==> src/rtl/atten_ctrl_pkg.sv <==
package atten_ctrl_pkg;

    // Width of the attenuation word (LSB = 0.5 dB).
    localparam int ATTEN_W = 6;
    localparam int PSEL_W  = 2;

    typedef logic [ATTEN_W-1:0] atten_code_t;

    // Which source feeds the hold stage.
    typedef enum logic {
        SRC_PARALLEL = 1'b0,
        SRC_SERIAL   = 1'b1
    } src_sel_e;

    // All control pins carried together through the synchronizer.
    typedef struct packed {
        logic                mode_ser;
        logic                latch_en;
        logic                sclk;
        logic                sdata;
        logic [PSEL_W-1:0]   psel;
        atten_code_t         code;
    } pin_bundle_t;

    localparam int BUNDLE_W = $bits(pin_bundle_t);

    // Preset words: zero, half scale / 2, half scale, full scale.
    function automatic atten_code_t preset_word(input logic [PSEL_W-1:0] sel);
        atten_code_t w;
        case (sel)
            2'b00:   w = '0;
            2'b01:   w = atten_code_t'(1) << (ATTEN_W - 2);
            2'b10:   w = atten_code_t'(1) << (ATTEN_W - 1);
            default: w = '1;
        endcase
        return w;
    endfunction

    // Word placed on the output when reset is released.
    function automatic atten_code_t powerup_word(input pin_bundle_t p);
        atten_code_t w;
        if (p.mode_ser || p.latch_en) begin
            w = p.code;
        end else begin
            w = preset_word(p.psel);
        end
        return w;
    endfunction

    function automatic src_sel_e mode_to_src(input logic mode_ser);
        return mode_ser ? SRC_SERIAL : SRC_PARALLEL;
    endfunction

endpackage

==> src/rtl/pin_sync.sv <==
module pin_sync #(
    parameter int WIDTH  = 1,
    parameter int STAGES = 2
) (
    input  logic             clk,
    input  logic [WIDTH-1:0] d_i,
    output logic [WIDTH-1:0] q_o
);
    // No reset: the chain keeps sampling during reset so the power-up
    // decision sees the pin levels.
    logic [WIDTH-1:0] stage_q [STAGES];

    for (genvar g = 0; g < STAGES; g++) begin : g_stage
        if (g == 0) begin : g_first
            always_ff @(posedge clk) begin
                stage_q[g] <= d_i;
            end
        end else begin : g_next
            always_ff @(posedge clk) begin
                stage_q[g] <= stage_q[g-1];
            end
        end
    end

    assign q_o = stage_q[STAGES-1];

endmodule

==> src/rtl/serial_shifter.sv <==
module serial_shifter
    import atten_ctrl_pkg::*;
(
    input  logic        clk,
    input  logic        rst,
    input  src_sel_e    src_i,
    input  logic        sclk_i,
    input  logic        sdata_i,
    input  atten_code_t preload_i,
    output atten_code_t shreg_o
);
    logic sclk_prev;
    logic sclk_rise;

    always_ff @(posedge clk) begin
        sclk_prev <= sclk_i;
    end

    assign sclk_rise = sclk_i & ~sclk_prev;

    always_ff @(posedge clk) begin
        if (rst) begin
            shreg_o <= preload_i;
        end else if (src_i == SRC_SERIAL && sclk_rise) begin
            shreg_o <= {shreg_o[ATTEN_W-2:0], sdata_i};
        end
    end

    AST_SHIFT_ORDER: assert property (@(posedge clk) disable iff (rst)
        (src_i == SRC_SERIAL && sclk_rise) |=>
            (shreg_o[0] == $past(sdata_i)) &&
            (shreg_o[ATTEN_W-1:1] == $past(shreg_o[ATTEN_W-2:0])));

    AST_PAR_NO_SHIFT: assert property (@(posedge clk) disable iff (rst)
        (src_i == SRC_PARALLEL) |=> $stable(shreg_o));

endmodule

==> src/rtl/code_latch.sv <==
module code_latch
    import atten_ctrl_pkg::*;
(
    input  logic        clk,
    input  logic        rst,
    input  logic        le_i,
    input  src_sel_e    src_i,
    input  atten_code_t par_code_i,
    input  atten_code_t shreg_i,
    input  atten_code_t pwr_word_i,
    output atten_code_t code_o
);
    atten_code_t src_word;

    always_comb begin
        unique case (src_i)
            SRC_SERIAL:   src_word = shreg_i;
            default:      src_word = par_code_i;
        endcase
    end

    always_ff @(posedge clk) begin
        if (rst) begin
            code_o <= pwr_word_i;
        end else if (le_i) begin
            code_o <= src_word;
        end
    end

    AST_LE_LOW_HOLD: assert property (@(posedge clk) disable iff (rst)
        !le_i |=> $stable(code_o));

    AST_DIRECT_FOLLOW: assert property (@(posedge clk) disable iff (rst)
        (le_i && src_i == SRC_PARALLEL) |=> (code_o == $past(par_code_i)));

    AST_SER_TRANSPARENT: assert property (@(posedge clk) disable iff (rst)
        (le_i && src_i == SRC_SERIAL) |=> (code_o == $past(shreg_i)));

endmodule

==> src/rtl/step_atten_ctrl.sv <==
module step_atten_ctrl
    import atten_ctrl_pkg::*;
#(
    parameter int SYNC_STAGES = 2
) (
    input  logic               clk,
    input  logic               rst,
    input  logic               mode_ser_i,
    input  logic               latch_en_i,
    input  logic               sclk_i,
    input  logic               sdata_i,
    input  logic [PSEL_W-1:0]  preset_sel_i,
    input  logic [ATTEN_W-1:0] par_code_i,
    output logic [ATTEN_W-1:0] atten_code_o
);
    pin_bundle_t          raw_pins;
    pin_bundle_t          syn_pins;
    logic [BUNDLE_W-1:0]  syn_vec;
    atten_code_t          pwr_word;
    atten_code_t          shreg;
    atten_code_t          code_q;
    src_sel_e             src_sel;

    assign raw_pins = '{mode_ser: mode_ser_i, latch_en: latch_en_i,
                        sclk: sclk_i, sdata: sdata_i,
                        psel: preset_sel_i, code: par_code_i};

    pin_sync #(.WIDTH(BUNDLE_W), .STAGES(SYNC_STAGES)) u_sync (
        .clk (clk),
        .d_i (raw_pins),
        .q_o (syn_vec)
    );

    assign syn_pins = pin_bundle_t'(syn_vec);
    assign pwr_word = powerup_word(syn_pins);
    assign src_sel  = mode_to_src(syn_pins.mode_ser);

    serial_shifter u_shift (
        .clk       (clk),
        .rst       (rst),
        .src_i     (src_sel),
        .sclk_i    (syn_pins.sclk),
        .sdata_i   (syn_pins.sdata),
        .preload_i (pwr_word),
        .shreg_o   (shreg)
    );

    code_latch u_latch (
        .clk        (clk),
        .rst        (rst),
        .le_i       (syn_pins.latch_en),
        .src_i      (src_sel),
        .par_code_i (syn_pins.code),
        .shreg_i    (shreg),
        .pwr_word_i (pwr_word),
        .code_o     (code_q)
    );

    assign atten_code_o = code_q;

    AST_PWRUP_ZERO: assert property (@(posedge clk) disable iff (rst)
        ($fell(rst) && !$past(syn_pins.mode_ser) && !$past(syn_pins.latch_en)
         && $past(syn_pins.psel) == 2'b00) |-> (atten_code_o == '0));

    AST_PWRUP_FULL: assert property (@(posedge clk) disable iff (rst)
        ($fell(rst) && !$past(syn_pins.mode_ser) && !$past(syn_pins.latch_en)
         && $past(syn_pins.psel) == 2'b11) |-> (atten_code_o == '1));

    AST_PWRUP_SERIAL: assert property (@(posedge clk) disable iff (rst)
        ($fell(rst) && $past(syn_pins.mode_ser)) |->
            (atten_code_o == $past(syn_pins.code)));

endmodule

==> config.mk <==
export PLATFORM = sky130hd
export DESIGN_NAME = step_atten_ctrl
export DESIGN_NICKNAME = d
export VERILOG_FILES = /design/src/rtl/atten_ctrl_pkg.sv /design/src/rtl/pin_sync.sv /design/src/rtl/serial_shifter.sv /design/src/rtl/code_latch.sv /design/src/rtl/step_atten_ctrl.sv
export SDC_FILE = /design/constraint.sdc
export NUM_CORES = 1
export LEC_CHECK = 0
export ABC_CLOCK_PERIOD_IN_PS = 2550
export CORE_ASPECT_RATIO = 1.1
export CORE_MARGIN = 1
export CORE_UTILIZATION = 30
export CTS_BUF_LIST = sky130_fd_sc_hd__clkbuf_8
export CTS_CLUSTER_DIAMETER = 30
export DETAILED_ROUTE_END_ITERATION = 6
export PLACE_DENSITY = 0.61
export SKIP_CTS_REPAIR_TIMING = 1
export SYNTH_ARGS = -nofsm -noshare
export SYNTH_HDL_FRONTEND = slang
export SYNTH_SLANG_ARGS = --single-unit
==> constraint.sdc <==
create_clock -name clk -period 2.55 [get_ports clk]
set_clock_uncertainty 0.2 [all_clocks]
set_input_delay 0.255 -clock clk [delete_from_list [all_inputs] [get_ports clk]]
set_output_delay 0.255 -clock clk [all_outputs]
set_load 0.02 [all_outputs]
* Word-level counts from Yosys, hierarchy flattened *
Memory sizes are Yosys's and may differ from the RTL's.
Cells that the tools add are included.

operators by class
  eq/ne operators = 2
  multiplexer cells = 8
  bitwise gates (word level) = 2
  reductions and logical operators = 5

operators with widths
  cell                                                                   count
  6-bit 2-to-1 mux                                                       6
  6-bit case mux with 3 select lines                                     1
  2-bit nonzero test                                                     2
  2-bit by 1-bit equality test with 1-bit output, second input constant  1
  2-bit equality test, second input constant                             1
  2-bit logical NOT                                                      1
  1-bit bitwise AND                                                      1
  1-bit logical AND                                                      1
  1-bit logical OR                                                       1
  1-bit 2-to-1 mux                                                       1
  1-bit NOT                                                              1

word-level totals
  register bits after elaboration = 13
  memory bits (writable) = 24
  input port bits = 14
  output and inout bits = 6
  word-level logic and storage cells = 21
  memories kept = 1

memories
  name            depth  width  read ports  clocked after memory_dff  write ports  line            source
  u_sync.stage_q  2      12     2           0                         2            pin_sync.sv:11  logic [WIDTH-1:0] stage_q [STAGES];

* Logic depth before layout (Yosys ltp) *
  depth in word-level cells = 5
  mapped depth = 3
  gate-level depth less buffers = 3

* Modules after synthesis *
A second synthesis with hierarchy kept.

second synthesis, totals
  cell total of the unflattened synthesis = 91
  area, all modules = 1271.2 um2

by module, submodules not included
  module           instances  cells an instance  area each (um2)  seq. area each (um2)
  pin_sync         1          36                 570.5            480.5
  code_latch       1          27                 315.3            180.2
  serial_shifter   1          16                 312.8            200.2
  step_atten_ctrl  1          12                 72.6             0.0

* Worst setup path before layout *
OpenSTA, ideal clock, no wires.

  kind = register -> register
  start point = memory u_sync.stage_q[0][23] (netlist name)
  end point = register u_latch.code_o[4] (data pin)
  setup time = 261 ps
  arrival time = 871 ps
  data required time = 2089 ps
  setup slack = 1218 ps
  cell stages (with the launch flop) = 4
  buffers on the path = 0
  period minus slack after synthesis = 1332 ps
  cell sequence = dfxtp_1 or3_1 o211ai_2 o21ai_1

RTL lines
  what                    line              source
  start: declaration      pin_sync.sv:11
  end signal: assignment  code_latch.sv:24  code_o <= pwr_word_i;
  end signal: assignment  code_latch.sv:26  code_o <= src_word;
  end: declaration        code_latch.sv:11  output atten_code_t code_o

==> flow_metrics.env <==
export IMPL_finalSetupViolCount=0
export IMPL_power_mw=1.13
export IMPL_drc_errors=0
export IMPL_initial_core_util_pct=31.2
export IMPL_period_minus_slack_ps=1720
export IMPL_place_congestion=0.799
export IMPL_yosys_area_top_type="dfxtp_1"
export IMPL_critical_path_cell_chain="nor2_4 > a31oi_4 > a22oi_1"
export IMPL_io_pins=20
export IMPL_critPathTopFamily="flip-flops"
export IMPL_synth_top_area_share_pct=43.9
export IMPL_clk_latency_ps=280
export IMPL_cts_sinks=37
export IMPL_area_growth_pct=28.4
export IMPL_core_um2=3650
export IMPL_drive_above_1_share_pct=10.7
export IMPL_synth_avg_cell_area_um2=14.8
export IMPL_synth_flop_cell="dfxtp_1"
export IMPL_die_area_um2=4050
export IMPL_yosysMostFrequentCell="dfxtp_1"
export IMPL_drv_slew=0
export IMPL_syn_num_nets=91
export IMPL_timing_hold_ws_ps=121
export IMPL_slowest_delay_ps=710
export IMPL_yosys_top_cells_count="dfxtp_1, edfxtp_1, mux2i_1"
export IMPL_diodes=0
export IMPL_antenna_left=0
export IMPL_cts_tree="built"
export IMPL_yosysWarnings=0
export IMPL_synth_seq_cells=37
export IMPL_synth_area_um2=1140
export IMPL_grt_pass1_wl_um=2700
export IMPL_pre_cts_slack_ps=798
export IMPL_synth_edf_count=12
export IMPL_routed_via_density=4.28
export IMPL_die_w_um=60.8
export IMPL_antenna_found_initial=0
export IMPL_synth_area_leaders="dfxtp_1, edfxtp_1, mux2i_1"
export IMPL_worstPathArrival_ps=1540
export IMPL_numCtsBuffers=5
export IMPL_startpoint_type="register"
export IMPL_grt_pass1_vias=638
export IMPL_max_slew_margin_pct=59.6
export IMPL_drv_cap=0
export IMPL_setup_ws_ps=825
export IMPL_tightestPinTransition_ps=605
export IMPL_ir_worst_vdd_uv=260
export IMPL_end_kind="register"
export IMPL_syn_instance_count=77
export IMPL_hold_class="register to register"
export IMPL_path_buf_inv=0
export IMPL_cts_max_level=2
export IMPL_p_leak_nw=0.570
export IMPL_rsz0062_at_grt="false"
export IMPL_cp_max_fo=14
export IMPL_first_pass_iters=4
export IMPL_fin_area_um2=1470
export IMPL_grt_overflow_total=0
export IMPL_finalNetCount=116
export IMPL_clk_pin_slew_ps=60
export IMPL_synth_distinct_cells=18
export IMPL_clockBufferDepth=2
export IMPL_dpl_cell_area_um2=1390
export IMPL_cpMaxStageDelayCell="dfxtp_1"
export IMPL_outcome="finished, final reports clean"
export IMPL_clock_fmax_ghz=0.580
export IMPL_power_density_nw_per_um2=768
export IMPL_num_rows=23
export IMPL_portBuffers=19
export IMPL_die_h_um=66.7
export IMPL_final_period_utilization_pct=67.6
export IMPL_critical_path_class="register to register"
export IMPL_ys_seq_area_share_pct=75.4
export IMPL_cts_root_buf="clkbuf_8"
export IMPL_fin_tns_setup_ps=0
export IMPL_required_ps=2370
export IMPL_gr_usage_all_layers_pct=9.98
export IMPL_drt_iter0_drc=6
export IMPL_grt_max_degree=15
export IMPL_async_flop_share_pct=0
export IMPL_vias=655
export IMPL_wl_per_cell_um=10.8
export IMPL_drt_wl_total_um=1650
export IMPL_hold_violations=0
export IMPL_place_hpwl_um=1210
cells by family after synthesis:
logic type	count (synthesis)	share of synthesized area (%)
DFF	37	75.4
AOI/OAI and AO/OA	19	12.0
and+or+nand+nor	10	4.93
muxes	6	5.26
buffers and inverters	5	2.41
cell type report:
class                      count  area (µm²)
timing repair buffer          20         198
clock buffer                   5        68.8
inverter                       3        11.3
fill                         366        2190
sequential                    37         861
clock inverter                 3        11.3
multi-input combinational     35         253
tap                           50        62.6
power by group:
part / internal [mW] / total (mW) / switching (mW)
combinational: 0.0530 / 0.0972 / 0.0443
clock: 0.181 / 0.356 / 0.174
sequential: 0.653 / 0.673 / 0.0193
routing by layer:
layer	GRT usage (%)	part of all wire [%]	vias up
met3	2.91	6.1	8
li1	-	-	323
met2	14.7	47	27
met4	12.2	5.5	0
met1	10.0	41	297
met5	0	0	-
per-stage QoR:
stage               cells  util [%]
floorplan              77         -
global placement      145      37.9
detailed placement    145      37.9
CTS                   153      40.1
global route          153      40.1
finish                153      40.1
worst reg2reg max path, cell delays in order (launching register included):
cell	delay, ps
dfxtp_1	710
nor2_4	120
a31oi_4	300
a22oi_1	140
final timing paths:
check	from	to	slack (ps)	cells after the start
setup / recovery	u_sync.stage_q[0][23]$_DFF_P_	u_latch.code_o[3]$_DFFE_PP_	830	3
hold reg to reg	u_sync.stage_q[0][9]$_DFF_P_	u_sync.stage_q[0][21]$_DFF_P_	120	0
setup reg to reg	u_sync.stage_q[0][23]$_DFF_P_	u_latch.code_o[3]$_DFFE_PP_	830	3
hold / removal	u_sync.stage_q[0][9]$_DFF_P_	u_sync.stage_q[0][21]$_DFF_P_	120	0
state kept, by name, summed over array words and instances (netlist names):
signal	count
u_sync.stage_q	24
u_shift.sclk_prev	1
u_latch.code_o	6
u_shift.shreg_o	6
placed cells by master, fill, tap and decap left out:
| master | count |
|---|---|
| dfxtp_1 | 25 |
| a22oi_1 | 4 |
| clkbuf_8 | 5 |
| nand3b_1 | 1 |
| clkdlybuf4s50_1 | 19 |
| edfxtp_1 | 12 |
| nor2_1 | 4 |
| a21oi_1 | 4 |
| or3_1 | 2 |
| buf_4 | 1 |
| o21ai_1 | 4 |
| nor2_4 | 1 |
| a31oi_4 | 1 |
| o21ai_0 | 4 |
| mux2i_1 | 6 |
| or2_2 | 1 |
| o211ai_2 | 2 |
| nand2_1 | 1 |
| inv_1 | 6 |
Power figures use the tool's default switching activity.
